==> config.mk <==
export PLATFORM = sky130hd
export DESIGN_NAME = moesi_cluster
export DESIGN_NICKNAME = d
export VERILOG_FILES = /design/src/rtl/moesi_pkg.sv /design/src/rtl/moesi_line_store.sv /design/src/rtl/moesi_cache_ctrl.sv /design/src/rtl/moesi_resp_stage.sv /design/src/rtl/moesi_cluster.sv
export SDC_FILE = /design/constraint.sdc
export NUM_CORES = 1
export LEC_CHECK = 0
export CORE_UTILIZATION = 48
export DETAILED_ROUTE_END_ITERATION = 10
export GPL_TIMING_DRIVEN = 1
export PLACE_DENSITY = 0.67
export SETUP_SLACK_MARGIN = 0.02
export SLEW_MARGIN = 20
export SYNTH_ARGS = -nofsm -noshare
export SYNTH_HDL_FRONTEND = slang
export SYNTH_SLANG_ARGS = --single-unit
==> constraint.sdc <==
create_clock -name clk -period 4.65 [get_ports clk]
set_clock_uncertainty 0.15 [all_clocks]
set_input_delay 0.6975 -clock clk [delete_from_list [all_inputs] [get_ports clk]]
set_output_delay 0.6975 -clock clk [all_outputs]
set_load 0.01 [all_outputs]
==> src/rtl/moesi_pkg.sv <==
package moesi_pkg;

  typedef enum logic [2:0] {
    ST_I = 3'd0,
    ST_S = 3'd1,
    ST_E = 3'd2,
    ST_O = 3'd3,
    ST_M = 3'd4
  } line_st_t;

  typedef enum logic [1:0] {
    OP_RD  = 2'd0,
    OP_WR  = 2'd1,
    OP_EV  = 2'd2,
    OP_NOP = 2'd3
  } core_op_t;

  typedef enum logic [1:0] {
    BUS_NONE = 2'd0,
    BUS_RD   = 2'd1,
    BUS_RDX  = 2'd2,
    BUS_INV  = 2'd3
  } bus_cmd_t;

  function automatic logic is_dirty(line_st_t st);
    return (st == ST_M) || (st == ST_O);
  endfunction

  // Bus command a requester places on the bus for its own operation
  function automatic bus_cmd_t bus_for_local(core_op_t op, line_st_t st);
    bus_cmd_t c;
    c = BUS_NONE;
    case (op)
      OP_RD: if (st == ST_I) c = BUS_RD;
      OP_WR: begin
        if (st == ST_I) c = BUS_RDX;
        else if (st == ST_S || st == ST_O) c = BUS_INV;
      end
      default: c = BUS_NONE;
    endcase
    return c;
  endfunction

  // Requester's next state; others_hold tells whether a peer kept a copy
  function automatic line_st_t next_local(core_op_t op, line_st_t st, logic others_hold);
    line_st_t n;
    n = st;
    case (op)
      OP_RD: if (st == ST_I) n = others_hold ? ST_S : ST_E;
      OP_WR: n = ST_M;
      OP_EV: n = ST_I;
      default: n = st;
    endcase
    return n;
  endfunction

  // Snooper's next state for a bus command issued by a peer
  function automatic line_st_t next_snoop(bus_cmd_t cmd, line_st_t st);
    line_st_t n;
    n = st;
    case (cmd)
      BUS_RD: begin
        if (st == ST_M) n = ST_O;
        else if (st == ST_E) n = ST_S;
      end
      BUS_RDX, BUS_INV: n = ST_I;
      default: n = st;
    endcase
    return n;
  endfunction

  function automatic logic snoop_supplies(bus_cmd_t cmd, line_st_t st);
    return ((cmd == BUS_RD) || (cmd == BUS_RDX)) && is_dirty(st);
  endfunction

  function automatic logic wb_needed(core_op_t op, line_st_t st);
    return (op == OP_EV) && is_dirty(st);
  endfunction

endpackage

==> src/rtl/moesi_line_store.sv <==
module moesi_line_store
  import moesi_pkg::*;
#(
  parameter int NLINES = 8,
  localparam int LW = (NLINES > 1) ? $clog2(NLINES) : 1
) (
  input  logic          clk,
  input  logic          rst_n,
  input  logic          wr_en,
  input  logic [LW-1:0] wr_idx,
  input  line_st_t      wr_st,
  input  logic [LW-1:0] rd_idx_a,
  output line_st_t      rd_st_a,
  input  logic [LW-1:0] rd_idx_b,
  output line_st_t      rd_st_b
);

  line_st_t lines_q [NLINES];

  always_ff @(posedge clk) begin
    if (!rst_n) begin
      for (int i = 0; i < NLINES; i++) lines_q[i] <= ST_I;
    end else if (wr_en) begin
      lines_q[wr_idx] <= wr_st;
    end
  end

  assign rd_st_a = lines_q[rd_idx_a];
  assign rd_st_b = lines_q[rd_idx_b];

endmodule

==> src/rtl/moesi_cache_ctrl.sv <==
module moesi_cache_ctrl
  import moesi_pkg::*;
#(
  parameter int NLINES = 8,
  localparam int LW = (NLINES > 1) ? $clog2(NLINES) : 1
) (
  input  logic          clk,
  input  logic          rst_n,
  input  logic          bus_valid,
  input  logic          is_req,
  input  core_op_t      req_op,
  input  bus_cmd_t      bus_cmd,
  input  logic [LW-1:0] bus_line,
  input  logic          others_hold,
  input  logic [LW-1:0] peek_line,
  output line_st_t      cur_st,
  output line_st_t      nxt_st,
  output line_st_t      peek_st,
  output logic          snp_hold,
  output logic          snp_supply
);

  logic wr_en;

  // Snoop side: named events for the cluster-level checks
  assign snp_hold   = !is_req && (cur_st != ST_I);
  assign snp_supply = bus_valid && !is_req && snoop_supplies(bus_cmd, cur_st);

  assign nxt_st = is_req ? next_local(req_op, cur_st, others_hold)
                         : next_snoop(bus_cmd, cur_st);
  assign wr_en  = bus_valid && (is_req || (bus_cmd != BUS_NONE));

  moesi_line_store #(.NLINES(NLINES)) u_store (
    .clk      (clk),
    .rst_n    (rst_n),
    .wr_en    (wr_en),
    .wr_idx   (bus_line),
    .wr_st    (nxt_st),
    .rd_idx_a (bus_line),
    .rd_st_a  (cur_st),
    .rd_idx_b (peek_line),
    .rd_st_b  (peek_st)
  );

endmodule

==> src/rtl/moesi_resp_stage.sv <==
module moesi_resp_stage #(
  parameter int CW = 2
) (
  input  logic          clk,
  input  logic          rst_n,
  input  logic          d_valid,
  input  logic [1:0]    d_cmd,
  input  logic [2:0]    d_state,
  input  logic          d_c2c,
  input  logic [CW-1:0] d_sup,
  input  logic          d_mem,
  input  logic          d_wb,
  input  logic          d_sh,
  output logic          q_valid,
  output logic [1:0]    q_cmd,
  output logic [2:0]    q_state,
  output logic          q_c2c,
  output logic [CW-1:0] q_sup,
  output logic          q_mem,
  output logic          q_wb,
  output logic          q_sh
);

  always_ff @(posedge clk) begin
    if (!rst_n) begin
      q_valid <= 1'b0;
      q_cmd   <= '0;
      q_state <= '0;
      q_c2c   <= 1'b0;
      q_sup   <= '0;
      q_mem   <= 1'b0;
      q_wb    <= 1'b0;
      q_sh    <= 1'b0;
    end else begin
      q_valid <= d_valid;
      q_cmd   <= d_cmd;
      q_state <= d_state;
      q_c2c   <= d_c2c;
      q_sup   <= d_sup;
      q_mem   <= d_mem;
      q_wb    <= d_wb;
      q_sh    <= d_sh;
    end
  end

endmodule

==> src/rtl/moesi_cluster.sv <==
module moesi_cluster
  import moesi_pkg::*;
#(
  parameter int NCACHE = 4,
  parameter int NLINES = 8,
  localparam int CW = (NCACHE > 1) ? $clog2(NCACHE) : 1,
  localparam int LW = (NLINES > 1) ? $clog2(NLINES) : 1
) (
  input  logic          clk,
  input  logic          rst_n,
  input  logic          req_valid,
  input  logic [CW-1:0] req_cache,
  input  logic [1:0]    req_op,
  input  logic [LW-1:0] req_line,
  output logic          rsp_valid,
  output logic [1:0]    rsp_bus_cmd,
  output logic [2:0]    rsp_new_state,
  output logic          rsp_c2c,
  output logic [CW-1:0] rsp_supplier,
  output logic          rsp_mem_fill,
  output logic          rsp_wb,
  output logic          rsp_shared,
  input  logic [CW-1:0] peek_cache,
  input  logic [LW-1:0] peek_line,
  output logic [2:0]    peek_state
);

  core_op_t          op;
  line_st_t          cur_st  [NCACHE];
  line_st_t          nxt_st  [NCACHE];
  line_st_t          peek_st [NCACHE];
  logic [NCACHE-1:0] req_sel;
  logic [NCACHE-1:0] snp_hold;
  logic [NCACHE-1:0] snp_supply;
  logic [NCACHE-1:0] dirty_vec;
  line_st_t          req_cur;
  line_st_t          req_nxt;
  bus_cmd_t          bus_cmd;
  logic              others_hold;
  logic              c2c_now;
  logic [CW-1:0]     sup_now;
  logic              mem_now;
  logic              wb_now;
  logic              sh_now;

  assign op = core_op_t'(req_op);

  always_comb begin
    for (int i = 0; i < NCACHE; i++) req_sel[i] = req_valid && (req_cache == CW'(i));
  end

  // Requester's current and next state, picked from its controller
  always_comb begin
    req_cur = ST_I;
    req_nxt = ST_I;
    for (int i = 0; i < NCACHE; i++) begin
      if (req_sel[i]) begin
        req_cur = cur_st[i];
        req_nxt = nxt_st[i];
      end
    end
  end

  assign bus_cmd     = req_valid ? bus_for_local(op, req_cur) : BUS_NONE;
  assign others_hold = |snp_hold;
  assign c2c_now     = |snp_supply;
  assign mem_now     = ((bus_cmd == BUS_RD) || (bus_cmd == BUS_RDX)) && !c2c_now;
  assign wb_now      = req_valid && wb_needed(op, req_cur);
  assign sh_now      = (bus_cmd != BUS_NONE) && others_hold;

  always_comb begin
    sup_now = '0;
    for (int i = 0; i < NCACHE; i++) if (snp_supply[i]) sup_now = CW'(i);
  end

  always_comb begin
    for (int i = 0; i < NCACHE; i++) dirty_vec[i] = is_dirty(cur_st[i]);
  end

  for (genvar g = 0; g < NCACHE; g++) begin : g_cache
    moesi_cache_ctrl #(.NLINES(NLINES)) u_ctrl (
      .clk         (clk),
      .rst_n       (rst_n),
      .bus_valid   (req_valid),
      .is_req      (req_sel[g]),
      .req_op      (op),
      .bus_cmd     (bus_cmd),
      .bus_line    (req_line),
      .others_hold (others_hold),
      .peek_line   (peek_line),
      .cur_st      (cur_st[g]),
      .nxt_st      (nxt_st[g]),
      .peek_st     (peek_st[g]),
      .snp_hold    (snp_hold[g]),
      .snp_supply  (snp_supply[g])
    );
  end

  always_comb begin
    peek_state = 3'(ST_I);
    for (int i = 0; i < NCACHE; i++) if (peek_cache == CW'(i)) peek_state = 3'(peek_st[i]);
  end

  moesi_resp_stage #(.CW(CW)) u_resp (
    .clk     (clk),
    .rst_n   (rst_n),
    .d_valid (req_valid),
    .d_cmd   (2'(bus_cmd)),
    .d_state (3'(req_nxt)),
    .d_c2c   (c2c_now),
    .d_sup   (sup_now),
    .d_mem   (mem_now),
    .d_wb    (wb_now),
    .d_sh    (sh_now),
    .q_valid (rsp_valid),
    .q_cmd   (rsp_bus_cmd),
    .q_state (rsp_new_state),
    .q_c2c   (rsp_c2c),
    .q_sup   (rsp_supplier),
    .q_mem   (rsp_mem_fill),
    .q_wb    (rsp_wb),
    .q_sh    (rsp_shared)
  );

  AST_SINGLE_DIRTY: assert property (@(posedge clk) disable iff (!rst_n)
    $countones(dirty_vec) <= 1);
  AST_ONE_SUPPLIER: assert property (@(posedge clk) disable iff (!rst_n)
    $onehot0(snp_supply));
  AST_C2C_NO_WB: assert property (@(posedge clk) disable iff (!rst_n)
    (rsp_valid && rsp_c2c) |-> (!rsp_wb && !rsp_mem_fill));
  AST_DIRTY_EVICT_WB: assert property (@(posedge clk) disable iff (!rst_n)
    (req_valid && op == OP_EV && is_dirty(req_cur)) |=> (rsp_wb && rsp_new_state == 3'(ST_I)));
  AST_HIT_NO_BUS: assert property (@(posedge clk) disable iff (!rst_n)
    (req_valid && op == OP_RD && req_cur != ST_I) |=> (rsp_bus_cmd == 2'(BUS_NONE)));
  AST_IDLE_QUIET: assert property (@(posedge clk) disable iff (!rst_n)
    !req_valid |=> !rsp_valid);

endmodule

[Word-level counts from Yosys, hierarchy flattened]
Memory sizes are Yosys's and may differ from the RTL's.
Cells that the tools add are included.
Word-level totals
  flip-flop bits (word level): 12
  memory bits (writable): 96
  bits of input ports: 15
  logic and storage cells: 172
  memories: 4
Memory list
  g_cache[0].u_ctrl.u_store.lines_q: depth 8, width 3, read ports 2, clocked after memory_dff 0, write ports 8, RTL line moesi_line_store.sv:18  | line_st_t lines_q [NLINES];
  g_cache[1].u_ctrl.u_store.lines_q: depth 8, width 3, read ports 2, clocked after memory_dff 0, write ports 8, RTL line moesi_line_store.sv:18
  g_cache[2].u_ctrl.u_store.lines_q: depth 8, width 3, read ports 2, clocked after memory_dff 0, write ports 8, RTL line moesi_line_store.sv:18
  g_cache[3].u_ctrl.u_store.lines_q: depth 8, width 3, read ports 2, clocked after memory_dff 0, write ports 8, RTL line moesi_line_store.sv:18
Operators by class
  eq/ne operators: 26
  multiplexer cells: 70
  reduce and logical (&&, ||, !) cells: 64
Operator list (count)
  2-to-1 mux 3 bit: 36
  case mux 3 bit (3 select lines): 4
  logical AND 1 bit: 28
  == test 3 x 2 -> 1 bit, second input constant: 9
  case mux 3 bit (2 select lines): 4
  2-to-1 mux 1 bit: 19
  == test 3 bit, second input constant: 5
  zero test 3 bit: 5
  == test 2 bit, second input constant: 7
  2-to-1 mux 2 bit: 6
  nonzero test 3 bit: 4
  OR reduction 3 bit: 4
  logical OR 1 bit: 11
  == test 2 x 1 -> 1 bit, second input constant: 4
  OR reduction 4 bit: 2
  zero test 2 bit: 3
  zero test 1 bit: 5
  case mux 2 bit (2 select lines): 1
  == test 3 x 1 -> 1 bit, second input constant: 1
  nonzero test 2 bit: 1
  OR reduction 2 bit: 1

[Logic depth before layout (Yosys ltp)]
Gate-level depths: netlist of the first run.
  word-level depth: 20
  depth in mapped cells: 18
  gate-level depth less buffers: 14

[Modules after synthesis]
Synthesis of the first run repeated with hierarchy kept, for this count alone.
Second synthesis, totals
  cells, all modules: 584
  area, all modules: 7289.5 um2
Modules (own cells, without submodules)
  moesi_line_store: instances 4, cells each 91, area each 1366.3 um2
  moesi_cache_ctrl at g_cache[1].u_ctrl ...: instances 3, cells each 37, area each 256.5 um2
  moesi_cluster: instances 1, cells each 43, area each 442.9 um2
  moesi_resp_stage: instances 1, cells each 25, area each 336.6 um2
  moesi_cache_ctrl at g_cache[0].u_ctrl: instances 1, cells each 41, area each 275.3 um2

[Worst setup path before layout of the first run]
OpenSTA, ideal clock, no wires.
  kind: input port to flip-flop
  start point: input port req_line[0]
  end point: memory g_cache[3].u_ctrl.u_store.lines_q[0][1] in the netlist's numbering, data pin
  arrival time: 3.903 ns
  required time: 4.229 ns
  path slack: 0.325 ns
  stages: 14
  buffers on the path: 3
  path through: buf_6 > buf_6 > mux4_2 > mux2_2 > mux4_2 > nor2_1 > a21oi_1 > nor2b_1 > inv_1 > ha_1 > clkbuf_1 > a221o_1 > a21oi_1 > nor2_1
RTL lines
  start: declaration: RTL line moesi_cluster.sv:14  | input logic [LW-1:0] req_line,
  end: declaration: RTL line moesi_line_store.sv:18

[Worst setup path after layout of the first run]
  start point: input port req_line[2]
  end point: register u_resp.q_mem
On the way
  cells in the longest elaborated chain, start to end: 18
RTL lines
  memory (8 x 3 bit)
  2-to-1 mux 3 bit (3 in a row): RTL line moesi_cluster.sv:57  | if (req_sel[i]) begin
  2-to-1 mux 3 bit *: RTL line moesi_cluster.sv:57
  == test 3 x 1 -> 1 bit or == test 3 x 2 -> 1 bit (tied branches): RTL line moesi_pkg.sv:37  | else if (st == ST_S || st == ST_O) c = BUS_INV;
  logical OR 1 bit: RTL line moesi_pkg.sv:37
  2-to-1 mux 2 bit: RTL line moesi_pkg.sv:37
  2-to-1 mux 2 bit: RTL line moesi_pkg.sv:36  | if (st == ST_I) c = BUS_RDX;
  case mux 2 bit (2 select lines) *: RTL line moesi_pkg.sv:33  | case (op)
  2-to-1 mux 2 bit *: RTL line moesi_cluster.sv:64  | assign bus_cmd = req_valid ? bus_for_local(op, req_cur) : BUS_NONE;
  via bus_cmd[0]: RTL line moesi_cluster.sv:38  | bus_cmd_t bus_cmd;
  == test 2 x 1 -> 1 bit or == test 2 bit (tied branches): RTL line moesi_pkg.sv:73, moesi_cluster.sv:67
  logical OR 1 bit *: RTL line moesi_pkg.sv:73, moesi_cluster.sv:67
  logical AND 1 bit: RTL line moesi_pkg.sv:73  | return ((cmd == BUS_RD) || (cmd == BUS_RDX)) && is_dirty(st);
  logical AND 1 bit: RTL line moesi_cache_ctrl.sv:27  | assign snp_supply = bus_valid && !is_req && snoop_supplies(bus_cmd, cur_st);
  OR reduction 4 bit: RTL line moesi_cluster.sv:66  | assign c2c_now = |snp_supply;
  zero test 1 bit: RTL line moesi_cluster.sv:67  | assign mem_now = ((bus_cmd == BUS_RD) || (bus_cmd == BUS_RDX)) && !c2c_now;
  logical AND 1 bit *: RTL line moesi_cluster.sv:67
  end signal: assignment: RTL line moesi_resp_stage.sv:40  | q_mem <= d_mem;
  end: declaration: RTL line moesi_resp_stage.sv:19  | output logic q_mem,
The timed path passes the listed nets; every way through them passes the cells marked *.
A chain may end at the register's enable or synchronous reset.

==> results of run 1 <==
through the flow:
step / setup TNS, ns / power, W / utilization
3_3_place_gp: 0 / 0.00164 / 0.563
3_5_place_dp: -0.366 / 0.00165 / 0.563
6_report: 0 / 0.00238 / 0.585
4_1_cts: 0 / 0.00238 / 0.585
2_1_floorplan: 0 / 0.00144 / -
5_1_grt: 0 / 0.00246 / 0.585
registers in the layout, summed over array words and instances, names as in the netlist:
signal / flops
g_cache.u_ctrl.u_store.lines_q: 96
u_resp.q_state: 3
u_resp.q_cmd: 2
u_resp.q_sup: 2
u_resp.q_c2c: 1
u_resp.q_mem: 1
u_resp.q_sh: 1
u_resp.q_valid: 1
u_resp.q_wb: 1
cells by family (layout without fill, tap and decap cells):
| family | after synthesis | count (layout) |
|---|---|---|
| buffers and inverters | 42 | 123 |
| and+or+nand+nor | 273 | 273 |
| AOI/OAI and AO/OA | 66 | 66 |
| DFF | 108 | 108 |
| muxes | 76 | 76 |
| adders and majority gates | 7 | 7 |
| xor gates and xnor gates | 6 | 6 |
path summary, 6_finish.rpt:
path / slack (ns) / start / cells after the start / end
min reg2reg: 1.00 / g_cache[3].u_ctrl.u_store.lines_q[4][2]$_SDFFCE_PN0P_ / 6 / u_resp.q_sup[0]$_SDFF_PN0_
max: 0.30 / req_line[2] / 17 / u_resp.q_mem$_SDFF_PN0_
min: 0.98 / req_op[1] / 3 / u_resp.q_wb$_SDFF_PN0_
max reg2reg: 0.79 / g_cache[2].u_ctrl.u_store.lines_q[1][1]$_SDFFCE_PN0P_ / 14 / u_resp.q_mem$_SDFF_PN0_
Yosys cell counts (6+ instances only):
cell	number	area, µm²
a21oi_1	22	110
buf_1	7	26.3
buf_2	10	50.1
clkbuf_1	14	52.6
dfxtp_1	12	240
edfxtp_1	96	2880
inv_1	8	30.0
mux2_2	9	101
mux2i_1	11	110
mux4_2	53	1190
nand2_1	89	334
nand3_1	16	80.1
nor2_1	115	432
nor2b_1	13	81.3
nor3_1	7	35.0
nor3b_1	6	45.0
o21ai_0	12	60.1
final cells by class:
cell class,instances,area (µm²),share of cell area
Clock buffer,9,225,0.0290
Multi-Input combinational cell,428,3260,0.419
Timing Repair Buffer,99,858,0.110
Inverter,8,30.0,0.00386
Clock inverter,7,58.8,0.00756
Tap cell,176,220,0.0283
Sequential cell,108,3120,0.402
worst register-to-register path, cell delays in order (launching register included):
cell and delay (ns):
edfxtp_1 0.42, mux4_2 0.51, mux2_2 0.34, mux4_2 0.51, nor2_1 0.13, a21oi_1 0.10, nor2b_1 0.15, inv_1 0.08
ha_1 0.34, nand2_1 0.11, nor2_1 0.05, o21ai_0 0.14, a21bo_2 0.26, a211oi_1 0.32, and3_1 0.20
power by group through the flow:
stage	sequential (W)	combinational, W	clock [W]
after floorplan	0.00112	0.000311	0
after global placement	0.00113	0.000511	0
after detailed placement	0.00114	0.000517	0
after CTS	0.00111	0.000520	0.000747
after global routing	0.00112	0.000558	0.000785
final	0.00111	0.000529	0.000741
metal layers:
metal / global-route usage / vias to the layer above / share of wire
li1: - / 2305 / -
met4: 0.123 / 0 / 0.033
met2: 0.449 / 302 / 0.49
met5: 0 / - / 0
met1: 0.338 / 2518 / 0.38
met3: 0.0623 / 55 / 0.10
repair_timing:
action | 4_1_cts | 5_1_grt
hold buffers | 0 | 0
endpoints found under the setup margin | 0 | 2
gates resized for setup | 0 | 1
==> qor.csv, run 1 <==
metric,value,unit
holdCritPathClass,in2reg,
finalNetCount,672,
synth_fa_ha_area_frac,0.0118,
tightest_slew,1.05,ns
die_h,119,µm
rsz0062_at_grt,no,
seqPwrFrac,0.467,
max-clock-path-buffers,2,
clkPwrFrac,0.311,
cts_setup_buffers,0,
routed_wirelength,18.4,mm
comb_power_share,0.222,
grt_max_degree,37,
start_util,0.494,
synth_xor_area_frac,0.00799,
overflow,0,
cts_root_buffer,clkbuf_16,
cp_slowest_cell,mux4_2,
finalMaxSlewViolations,0,
cp_top_family,multiplexers,
async_reset_ff_frac,0,
track_usage,0.271,
grt_pass1_vias,5035,
syn-instance-count,578,
yosysWarnings,0,
start_kind,input pin,
hpwlAfterDp,13.9,mm
routedWlPerCell,22.0,µm
fmax,230,MHz
top_level_ports,30,
syn_area,6570,µm²
vias,5180,
mostFrequentLayoutCells,"nor2_1, edfxtp_1, nand2_1",
synth_seq_area_share,0.475,
swShare,0.284,
drtAntennaViolNets,0,
port_buffers,29,
clk_latency,0.37,ns
synthToLayoutAreaGrowth,18.3,%
htree_num_levels,3,
ys.flop_type,edfxtp_1,
clkTransAtPathRegs,0.07,ns
synthSimpleGateAreaFrac,0.182,
nFillCells,1089,
p_leak,2.82,nW
dr.first_iter.drc_count,785,
antenna_cells,0,
numCtsBuffers,9,
required,4.80,ns
p_per_area,306,nW/µm²
syn-num-nets,596,
slew-limit-headroom,0.293,
grt_pass1_wl,28.0,mm
cp_max_fo,18,
synth_edf_count,96,
switchingPower,0.000678,W
arrival,4.50,ns
synthMuxAreaShare,0.220,
finalSetupViolations,0,
peakVddDrop,0.203,mV
finalHoldViolations,0,
crit_buf_inv,4,
cp-end-kind,register,
die_w,119,µm
power.internal,0.00170,W
synth_compound_area_frac,0.0740,
ys_types,56,
status,completed,
post-route-period-util,0.935,
drt-pass1-iter-count,9,
synth_top_family_by_area,multiplexers,
cts_tree,built,
cts.sinks,108,
path_cells,clkdlybuf4s50_1 > buf_12 > buf_12 > mux4_2 > mux2_2 > mux4_2 > nor2_1 > a21oi_1 > nor2b_1 > inv_1 > ha_1 > nand2_1 > nor2_1 > o21ai_0 > a21bo_2 > a211oi_1 > and3_1,
crit_path_max_incr_delay,0.51,ns
drc_errors,0,
drive_gt1_frac,0.250,
maxCapViolCount,0,
viasPerCell,6.20,
final_common_cell,nor2_1,
place_ws,-0.0414,ns
finalWorstSetupSlack,0.302,ns
core_area,13300,µm²
layoutNonFillerInstCount,835,
finalCriticalPeriod,4.35,ns
die_area,14200,µm²
std_cell_rows,42,
crit_type,in2reg,
routabilityCongestion,0.944,
dp.cells,819,
final_area,7770,µm²
syn_area_per_cell,11.4,µm²
antenna_found_initial,1,
placed_area,7490,µm²
ys_seq_elements,108,
hold_ws,0.980,ns
Power figures use the tool's default switching activity.
==> run 2: changes to the inputs <==
--- a/config.mk
+++ b/config.mk
@@ -5,10 +5,10 @@
 export SDC_FILE = /design/constraint.sdc
 export NUM_CORES = 1
 export LEC_CHECK = 0
-export CORE_UTILIZATION = 48
+export CORE_UTILIZATION = 55
 export DETAILED_ROUTE_END_ITERATION = 10
 export GPL_TIMING_DRIVEN = 1
-export PLACE_DENSITY = 0.67
+export PLACE_DENSITY = 0.75
 export SETUP_SLACK_MARGIN = 0.02
 export SLEW_MARGIN = 20
 export SYNTH_ARGS = -nofsm -noshare
==> qor.csv, run 2 (synthesis results as in run 1) <==
metric,value,unit
routedWlPerCell,22.8,µm
rr_endpoint,g_cache[2].u_ctrl.u_store.lines_q[3][1]$_SDFFCE_PN0P_,
hold_ws,0.978,ns
fmax,227,MHz
cts_resized,0,
finalNetCount,667,
track_usage,0.310,
clkTransAtPathRegs,0.07,ns
p_per_area,323,nW/µm²
path_cells,clkdlybuf4s50_1 > buf_12 > or3b_2 > a21oi_1 > a2111oi_4 > mux4_2 > and3b_1 > nor2b_1 > inv_1 > ha_1 > buf_4 > inv_1 > nand2_1 > o22ai_1 > a221o_1 > o21ai_1 > buf_4 > nor2_1,
nFillCells,854,
final_common_cell,nor2_1,
mostFrequentLayoutCells,"nor2_1, edfxtp_1, nand2_1",
holdCritPathClass,in2reg,
worst-path-stages,18,
cts_root_buffer,clkbuf_16,
largest_register_ffs,96,
start_util,0.571,
comb_power_share,0.212,
overflow,0,
r2r-start,g_cache[2].u_ctrl.u_store.lines_q[7][1]$_SDFFCE_PN0P_,
seqPwrFrac,0.446,
power.internal,0.00181,W
vias,5244,
rsz0062_at_grt,no,
slew-limit-headroom,0.285,
cts_tree,built,
crit_path_max_incr_delay,0.50,ns
crit_type,in2reg,
numCtsBuffers,9,
routed_wirelength,18.2,mm
core_area,11500,µm²
htree_num_levels,3,
fin_util,0.672,
viasPerCell,6.58,
grt_pass1_vias,5109,
dr.first_iter.drc_count,731,
port_buffers,29,
post-route-period-util,0.946,
drive_gt1_frac,0.243,
setup_tns,0,ns
finalCriticalPeriod,4.40,ns
crit_buf_inv,6,
violations,design-rule violations,
status,finished with violations,
hold_buffers,0,
grt_max_degree,37,
die_area,12400,µm²
die_h,111,µm
clk_latency,0.36,ns
antenna_cells,0,
maxCapViolCount,0,
cp_top_family,buffers and inverters,
endpoint,g_cache[2].u_ctrl.u_store.lines_q[3][1]$_SDFFCE_PN0P_,
top_level_ports,30,
switchingPower,0.000683,W
drc_errors,4,
arrival,4.36,ns
cp_slowest_cell,mux4_2,
cts_setup_buffers,0,
synthToLayoutAreaGrowth,17.7,%
routabilityCongestion,0.993,
cp_max_fo,22,
antenna_found_initial,0,
start_kind,input pin,
reg2reg_depth,14,
tightest_slew,1.07,ns
p_leak,2.83,nW
finalWorstSetupSlack,0.253,ns
die_w,111,µm
top_register,g_cache.u_ctrl.u_store.lines_q,
hpwlAfterDp,13.6,mm
drt-pass1-iter-count,10,
peakVddDrop,0.270,mV
startpoint,req_line[2],
power.total,0.00250,W
grt_pass1_wl,28.6,mm
cts.sinks,108,
swShare,0.274,
finalSetupViolations,0,
finalMaxSlewViolations,0,
worst-r2r-setup-slack,0.72,ns
cp-end-kind,register,
place_ws,-0.0612,ns
required,4.61,ns
drtAntennaViolNets,0,
finalHoldViolations,0,
clkPwrFrac,0.343,
largest_registers,"g_cache.u_ctrl.u_store.lines_q x96, u_resp.q_state x3",
std_cell_rows,39,
max-clock-path-buffers,2,
## run 2: cell types whose count changed in the layout (fill, tap and decap cells not counted)
cell        previous run  this run
buf_2                  1         2
buf_4                 66        61
bufinv_16              0         2
clkbuf_4               1         0
clkinv_1               0         1
clkinv_2               1         0
clkinvlp_4             3         0
inv_6                  1         2
## run 2: power groups by stage
stage	combinational [W]	sequential, W	clock (W)
final	0.000529	0.00111	0.000856
after global routing	0.000557	0.00112	0.000894
after CTS	0.000519	0.00111	0.000860
after detailed placement	0.000515	0.00113	0
after global placement	0.000507	0.00113	0
after floorplan	0.000311	0.00112	0
## run 2: worst min-delay path by stage
stage / from / to / cells after the start
after floorplan: g_cache[3].u_ctrl.u_store.lines_q[5][2]$_SDFFCE_PN0P_ / u_resp.q_sup[0]$_SDFF_PN0_ / 5
after detailed placement: g_cache[3].u_ctrl.u_store.lines_q[4][2]$_SDFFCE_PN0P_ / u_resp.q_sup[1]$_SDFF_PN0_ / 6
after global routing: req_op[1] / u_resp.q_wb$_SDFF_PN0_ / 3
after global placement: g_cache[1].u_ctrl.u_store.lines_q[4][2]$_SDFFCE_PN0P_ / u_resp.q_sup[0]$_SDFF_PN0_ / 6
after CTS: req_op[1] / u_resp.q_wb$_SDFF_PN0_ / 3
final: req_op[1] / u_resp.q_wb$_SDFF_PN0_ / 3
## run 2: worst reg2reg max path, stage by stage (launching register included)
cell      delay, ns
edfxtp_1       0.42
mux4_2         0.50
mux2_2         0.31
mux4_2         0.49
nor2_1         0.10
a21oi_1        0.09
nor2b_1        0.25
inv_1          0.11
ha_1           0.24
buf_4          0.18
buf_4          0.14
a221o_1        0.31
o21ai_1        0.10
buf_4          0.21
nor2_1         0.07
## run 2: per-layer routing
metal,track usage,vias to the layer above,wire length [µm]
li1,-,2298,-
met4,0.140,0,658
met3,0.0612,68,1880
met5,0,-,0
met1,0.423,2526,7000
met2,0.487,352,8630
## run 2: through the flow
stage	instance area [µm²]	std cells
2_1_floorplan	6570	578
6_report	7740	797
5_1_grt	7740	797
4_1_cts	7740	797
3_5_place_dp	7410	781
3_3_place_gp	7410	781
## run 2: cell type report
| class | instances | area (µm²) | area share |
|---|---|---|---|
| Multi-Input combinational cell | 428 | 3260 | 0.421 |
| Sequential cell | 108 | 3120 | 0.404 |
| Timing Repair Buffer | 94 | 818 | 0.106 |
| Clock buffer | 9 | 225 | 0.0291 |
| Tap cell | 143 | 179 | 0.0231 |
| Clock inverter | 7 | 104 | 0.0134 |
| Inverter | 8 | 30.0 | 0.00388 |
